--- config.mk ---
export PLATFORM = sky130hd
export DESIGN_NAME = raster_timing_gen
export DESIGN_NICKNAME = d
export VERILOG_FILES = /design/src/rtl/rtg_pkg.sv /design/src/rtl/rtg_rst_sync.sv /design/src/rtl/rtg_cfg_regs.sv /design/src/rtl/rtg_axis.sv /design/src/rtl/raster_timing_gen.sv
export SDC_FILE = /design/constraint.sdc
export NUM_CORES = 1
export LEC_CHECK = 0
export BUFFER_PORTS_ARGS = -buffer_cell sky130_fd_sc_hd__buf_2
export CAP_MARGIN = 30
export CELL_PAD_IN_SITES_DETAIL_PLACEMENT = 1
export CELL_PAD_IN_SITES_GLOBAL_PLACEMENT = 2
export CORE_MARGIN = 2
export CORE_UTILIZATION = 42
export CTS_CLUSTER_SIZE = 16
export DETAILED_ROUTE_END_ITERATION = 7
export MAX_ROUTING_LAYER = met4
export PLACE_DENSITY = 0.9
export SYNTH_ARGS = -nofsm -noshare
export SYNTH_HDL_FRONTEND = slang
export SYNTH_HIERARCHICAL = 1
export SYNTH_SLANG_ARGS = --single-unit
export TNS_END_PERCENT = 30
--- constraint.sdc ---
create_clock -name clk -period 9.1 [get_ports clk]
set_clock_uncertainty 0.15 [all_clocks]
set_input_delay 1.82 -clock clk [delete_from_list [all_inputs] [get_ports clk]]
set_output_delay 1.82 -clock clk [all_outputs]
set_load 0.02 [all_outputs]
--- src/rtl/rtg_pkg.sv ---
package rtg_pkg;
  typedef enum logic [1:0] {
    PH_SYNC  = 2'd0,
    PH_BACK  = 2'd1,
    PH_ACT   = 2'd2,
    PH_FRONT = 2'd3
  } phase_e;

  localparam int NUM_PH   = 4;
  localparam int NUM_TREG = 2 * NUM_PH;
  localparam int POL_W    = 5;
  localparam int ADDR_W   = 4;

  localparam logic [ADDR_W-1:0] A_POL = 4'd8;
  localparam logic [ADDR_W-1:0] A_CMD = 4'd9;

  localparam int POL_V   = 0;
  localparam int POL_H   = 1;
  localparam int POL_DE  = 2;
  localparam int POL_DAT = 3;
  localparam int POL_CLK = 4;
endpackage

--- src/rtl/rtg_rst_sync.sv ---
module rtg_rst_sync (
  input  logic clk,
  input  logic rst_n,
  output logic rst_n_sync
);
  logic [1:0] stage_q;

  always_ff @(posedge clk or negedge rst_n) begin
    if (!rst_n) stage_q <= 2'b00;
    else        stage_q <= {stage_q[0], 1'b1};
  end

  assign rst_n_sync = stage_q[1];
endmodule

--- src/rtl/rtg_cfg_regs.sv ---
module rtg_cfg_regs
  import rtg_pkg::*;
#(
  parameter int CNT_W = 12
) (
  input  logic                          clk,
  input  logic                          rst_n,
  input  logic                          wr_en_i,
  input  logic [ADDR_W-1:0]             wr_addr_i,
  input  logic [CNT_W-1:0]              wr_data_i,
  input  logic                          frame_end_i,
  output logic [NUM_PH-1:0][CNT_W-1:0]  h_len_o,
  output logic [NUM_PH-1:0][CNT_W-1:0]  v_len_o,
  output logic [POL_W-1:0]              pol_o,
  output logic                          run_o
);
  logic [NUM_TREG-1:0][CNT_W-1:0] live_q;
  logic [NUM_TREG-1:0][CNT_W-1:0] act_q;
  logic [POL_W-1:0]               pol_live_q;
  logic [POL_W-1:0]               pol_act_q;
  logic                           run_q;
  logic                           load;

  // active copy follows the holding copy while stopped, else only at frame end
  assign load = !run_q || frame_end_i;

  for (genvar i = 0; i < NUM_TREG; i++) begin : g_treg
    logic we;
    assign we = wr_en_i && (wr_addr_i == ADDR_W'(i));

    always_ff @(posedge clk or negedge rst_n) begin
      if (!rst_n)  live_q[i] <= '0;
      else if (we) live_q[i] <= wr_data_i;
    end

    always_ff @(posedge clk or negedge rst_n) begin
      if (!rst_n)    act_q[i] <= '0;
      else if (load) act_q[i] <= live_q[i];
    end

    if (i < NUM_PH) begin : g_h
      assign h_len_o[i] = act_q[i];
    end else begin : g_v
      assign v_len_o[i-NUM_PH] = act_q[i];
    end
  end

  always_ff @(posedge clk or negedge rst_n) begin
    if (!rst_n)                                 pol_live_q <= '0;
    else if (wr_en_i && (wr_addr_i == A_POL))   pol_live_q <= wr_data_i[POL_W-1:0];
  end

  always_ff @(posedge clk or negedge rst_n) begin
    if (!rst_n)    pol_act_q <= '0;
    else if (load) pol_act_q <= pol_live_q;
  end

  always_ff @(posedge clk or negedge rst_n) begin
    if (!rst_n)                                 run_q <= 1'b0;
    else if (wr_en_i && (wr_addr_i == A_CMD))   run_q <= wr_data_i[0];
  end

  assign pol_o = pol_act_q;
  assign run_o = run_q;
endmodule

--- src/rtl/rtg_axis.sv ---
module rtg_axis
  import rtg_pkg::*;
#(
  parameter int CNT_W = 12
) (
  input  logic                          clk,
  input  logic                          rst_n,
  input  logic                          run_i,
  input  logic                          step_i,
  input  logic [NUM_PH-1:0][CNT_W-1:0]  len_i,
  output phase_e                        phase_o,
  output logic [CNT_W-1:0]              cnt_o,
  output logic                          last_o
);
  phase_e           ph_q, ph_d;
  logic [CNT_W-1:0] cnt_q, cnt_d;
  logic             upd;
  logic             at_end;

  assign at_end = (cnt_q == len_i[ph_q]);
  assign upd    = !run_i || step_i;

  always_comb begin
    ph_d  = ph_q;
    cnt_d = cnt_q;
    if (!run_i) begin
      ph_d  = PH_SYNC;
      cnt_d = '0;
    end else if (step_i) begin
      if (at_end) begin
        ph_d  = phase_e'(ph_q + 2'd1);
        cnt_d = '0;
      end else begin
        cnt_d = cnt_q + 1'b1;
      end
    end
  end

  always_ff @(posedge clk or negedge rst_n) begin
    if (!rst_n) begin
      ph_q  <= PH_SYNC;
      cnt_q <= '0;
    end else if (upd) begin
      ph_q  <= ph_d;
      cnt_q <= cnt_d;
    end
  end

  assign phase_o = ph_q;
  assign cnt_o   = cnt_q;
  assign last_o  = (ph_q == PH_FRONT) && at_end;
endmodule

--- src/rtl/raster_timing_gen.sv ---
module raster_timing_gen
  import rtg_pkg::*;
#(
  parameter int CNT_W  = 12,
  parameter int DATA_W = 24
) (
  input  logic              clk,
  input  logic              rst_n,
  input  logic              wr_en_i,
  input  logic [3:0]        wr_addr_i,
  input  logic [CNT_W-1:0]  wr_data_i,
  input  logic [DATA_W-1:0] pix_i,
  output logic              hsync_o,
  output logic              vsync_o,
  output logic              de_o,
  output logic [DATA_W-1:0] data_o,
  output logic              pclk_rise_o,
  output logic              vis_o,
  output logic [CNT_W-1:0]  x_o,
  output logic [CNT_W-1:0]  y_o,
  output logic              line_start_o,
  output logic              frame_start_o,
  output logic              vsync_evt_o
);
  logic                         rst_n_s;
  logic                         run;
  logic [POL_W-1:0]             pol;
  logic [NUM_PH-1:0][CNT_W-1:0] h_len, v_len;
  phase_e                       h_ph, v_ph;
  logic [CNT_W-1:0]             h_cnt, v_cnt;
  logic                         h_last, v_last;
  logic                         frame_end;
  logic                         hs_act, vs_act, vis;
  logic [DATA_W-1:0]            pix_vis;

  rtg_rst_sync u_rst (
    .clk        (clk),
    .rst_n      (rst_n),
    .rst_n_sync (rst_n_s)
  );

  rtg_cfg_regs #(.CNT_W(CNT_W)) u_regs (
    .clk         (clk),
    .rst_n       (rst_n_s),
    .wr_en_i     (wr_en_i),
    .wr_addr_i   (wr_addr_i),
    .wr_data_i   (wr_data_i),
    .frame_end_i (frame_end),
    .h_len_o     (h_len),
    .v_len_o     (v_len),
    .pol_o       (pol),
    .run_o       (run)
  );

  rtg_axis #(.CNT_W(CNT_W)) u_h (
    .clk     (clk),
    .rst_n   (rst_n_s),
    .run_i   (run),
    .step_i  (1'b1),
    .len_i   (h_len),
    .phase_o (h_ph),
    .cnt_o   (h_cnt),
    .last_o  (h_last)
  );

  rtg_axis #(.CNT_W(CNT_W)) u_v (
    .clk     (clk),
    .rst_n   (rst_n_s),
    .run_i   (run),
    .step_i  (h_last),
    .len_i   (v_len),
    .phase_o (v_ph),
    .cnt_o   (v_cnt),
    .last_o  (v_last)
  );

  assign frame_end = run && h_last && v_last;

  assign hs_act = run && (h_ph == PH_SYNC);
  assign vs_act = run && (v_ph == PH_SYNC);
  assign vis    = run && (h_ph == PH_ACT) && (v_ph == PH_ACT);

  // a set polarity bit drives the active state high
  assign hsync_o = hs_act ^ ~pol[POL_H];
  assign vsync_o = vs_act ^ ~pol[POL_V];
  assign de_o    = vis    ^ ~pol[POL_DE];

  assign pix_vis     = vis ? pix_i : '0;
  assign data_o      = pix_vis ^ {DATA_W{~pol[POL_DAT]}};
  assign pclk_rise_o = pol[POL_CLK];

  assign vis_o         = vis;
  assign x_o           = vis ? h_cnt : '0;
  assign y_o           = vis ? v_cnt : '0;
  assign line_start_o  = vis && (h_cnt == '0);
  assign frame_start_o = vis && (h_cnt == '0) && (v_cnt == '0);
  assign vsync_evt_o   = hs_act && vs_act && (h_cnt == '0) && (v_cnt == '0);
endmodule

==> reports/results.tsv <==
metric	value	unit
result of the run	complete, no violations	
buffer count from post-CTS setup fixing	0	
number of gates resized after CTS	0	
Placement Cell Area	11700	um^2
LEAKAGE	5.62	nW
final sum of negative setup slack	0	ns
RSZ-0062 raised after global routing	false	
fin crit share	0.581	
endpoint of the worst register-to-register path	u_regs/v_len_o[7]	
worst reg2reg startpoint	u_v/phase_o[0]	
hold path start	u_rst/stage_q[0]	
horizontal die dimension	165	um
count of nets left with antenna violations after detail routing	0	
post-synthesis instance area	10900	um^2
async set or reset register ratio after synthesis	1.00	
y dimension of the die	165	um
worst reg-to-reg path cell count	10	
number of H-tree levels	1	
Stages on worst setup path	5	
Bufs and invs on worst path	2	
Fmax	189	MHz
endpoint type of the worst setup path	primary output	
maximum fanout along the worst path	27	
Hold Path Class	register to register	
CTS Root Buffer Type	clkbuf_16	
max-slew violations	0	
I/O Buffers	98	
wire length of the first global-routing pass	43100	um
relative slew slack	0.353	
DR WL/cell	22.9	um
most frequently used flop master after synthesis	dfrtp_1	
busiest layer in global routing	met2	
clock tree from TritonCTS	done	
num ports	99	
grt ovf	0	
Setup Crit Path Kind	register to primary output	
proportion of layout cells with a drive suffix above 1	0.425	
row count	59	
GR Layer Usage met3	0.0332	
Post-Synthesis Cells	787	
count of final setup violators	0	
DRC	0	
met2 track utilization from global routing	0.371	
CP max-delay cell	dfrtp_1	
number of search-and-repair iterations in the first detailed-routing pass	4	
Cell Chain, Critical Path	nand2_1 -> or3_4 -> clkinv_2 -> and4_1 -> buf_2	
clock slew seen by the registers of the worst setup and hold paths	0.06	ns
Place WS	4.36	ns
HPWL after detailed placement	16500	um
largest net degree at the start of global routing	166	
endpoint required time on the critical path	7.13	ns
clock insertion delay at the later pin of the skew report	0.52	ns
crit path setup slack, layout	3.81	ns
Routability Congestion	0.738	
CTS hold repair buffers	0	
dominant delay contributor by cell family on the critical path	simple AND/OR/NAND/NOR gates	
total routing usage reported by global routing	0.213	
antenna violations before repair	4	
Post-Syn Area per Cell	13.9	um^2
Layout Area Growth over Synthesis	15.5	%
DR vias/cell	5.37	
Least-Margin Pin Slew	0.970	ns
count of distinct cell types in the synthesized netlist	45	
post-synthesis sequential area ratio	0.533	
hold worst-path end	u_rst/stage_q[1]	
overall via count from detail_route	6643	
Final Hold Violating Endpoints	0	
depth of the worst hold-timing path	0	
final routed wirelength across all metal layers	28400	um
minimum clock period after layout	5.29	ns
number of enable-type register cells in the synthesized netlist	0	
Max Buffers Root-to-Sink	3	
Power per Cell Area	275	nW/um^2
net count of the finished layout	926	
largest stage delay on the critical path	0.91	ns
count of maximum capacitance violations	0	
number of flip-flops and latches in the synthesized netlist	233	
yosys warns	6	
CP arrival	3.32	ns
Final Cell Area	12600	um^2
worst reg2reg setup slack	4.35	ns
effective utilization at floorplan	0.423	
largest voltage drop on the vdd net	103	uV
initial drt markers	378	
Worst setup SP type	register	
grt met1 use	0.258	
Die Footprint	27300	um^2
fill cell count	2615	
number of global-route vias before repair	7152	
core footprint	25800	um^2
total clock buffers created by CTS	25	
CTS sink cnt	233	
==> logic make-up after synthesis <==
family	synth area share
DFF	0.533
muxes	0.270
and+or+nand+nor	0.0952
buffers and inverters	0.0335
xor gates and xnor gates	0.0551
AOI/OAI and AO/OA	0.00778
adders and majority gates	0.00458
other	0.000687
==> stage by stage <==
stage / power (W) / std cells / hold WS [ns] / utilization
2_1_floorplan: 0.00208 / 789 / 0.181 / -
3_3_place_gp: 0.00226 / 1186 / 0.189 / 0.452
3_5_place_dp: 0.00233 / 1187 / 0.198 / 0.453
4_1_cts: 0.00351 / 1232 / 0.211 / 0.488
5_1_grt: 0.00363 / 1236 / 0.219 / 0.489
6_report: 0.00348 / 1237 / 0.205 / 0.489
==> power by group <==
| part | internal, W | switching [W] |
|---|---|---|
| clock | 0.000693 | 0.000419 |
| combinational | 0.000442 | 0.000398 |
| sequential | 0.00133 | 0.000200 |
==> registers in the layout (all words and copies together), names as in the netlist <==
name,count
u_regs/v_len_o,48
u_regs/pol_o,5
u_regs/live_q,96
u_regs/run_o,1
u_h/phase_o,2
u_regs/pol_live_q,5
u_v/cnt_o,12
u_v/phase_o,2
u_regs/h_len_o,48
u_h/cnt_o,12
u_rst/stage_q,2
==> worst max path at each step <==
stage,slack (ns),to,start
finish,3.81,line_start_o,u_v/phase_o[1]
global route,3.56,line_start_o,u_v/phase_o[1]
CTS,3.77,line_start_o,u_v/phase_o[1]
detailed placement,4.36,line_start_o,u_v/phase_o[1]
global placement,4.45,data_o[0],pix_i[0]
floorplan,1.98,u_h/cnt_o[0],u_rst/stage_q[1]
==> area by class of cell <==
type | count | area [um^2] | share of cell area
sequential | 233 | 5830 | 0.462
multi-input combinational | 486 | 4750 | 0.377
clock buffer | 32 | 712 | 0.0564
timing repair buffer | 108 | 598 | 0.0474
tap | 335 | 419 | 0.0332
clock inverter | 13 | 199 | 0.0158
inverter | 25 | 95.1 | 0.00753
antenna | 5 | 12.5 | 0.000991
==> cells in the mapped netlist, types with 12 or more instances <==
master | number | area (um^2)
clkbuf_1 | 12 | 45.0
buf_2 | 20 | 100
and2_1 | 26 | 163
nand3_1 | 17 | 85.1
dfrtp_1 | 233 | 5830
xor2_1 | 17 | 149
nor4_1 | 30 | 188
nand2_1 | 27 | 101
mux4_2 | 12 | 270
xnor2_1 | 48 | 420
mux4_1 | 12 | 315
nor3b_1 | 16 | 120
mux2_2 | 193 | 2170
inv_1 | 24 | 90.1
==> per-layer routing <==
| metal | wire length [um] | share of wire |
|---|---|---|
| met1 | 11800 | 0.41 |
| met2 | 14500 | 0.51 |
| met3 | 1500 | 0.053 |
| met4 | 600 | 0.021 |
| met5 | 0 | 0 |
==> cell usage in the layout (no fill, tap or decap), drive strengths merged, types with 7 or more instances in the layout <==
master / instances
and2: 26
buf: 108
clkbuf: 32
clkinv: 7
dfrtp: 233
inv: 24
mux2: 203
mux4: 24
nand2: 27
nand3: 17
nand4: 7
nor2: 7
nor3b: 16
nor4: 34
xnor2: 50
xor2: 17
Power figures use the tool's default switching activity.
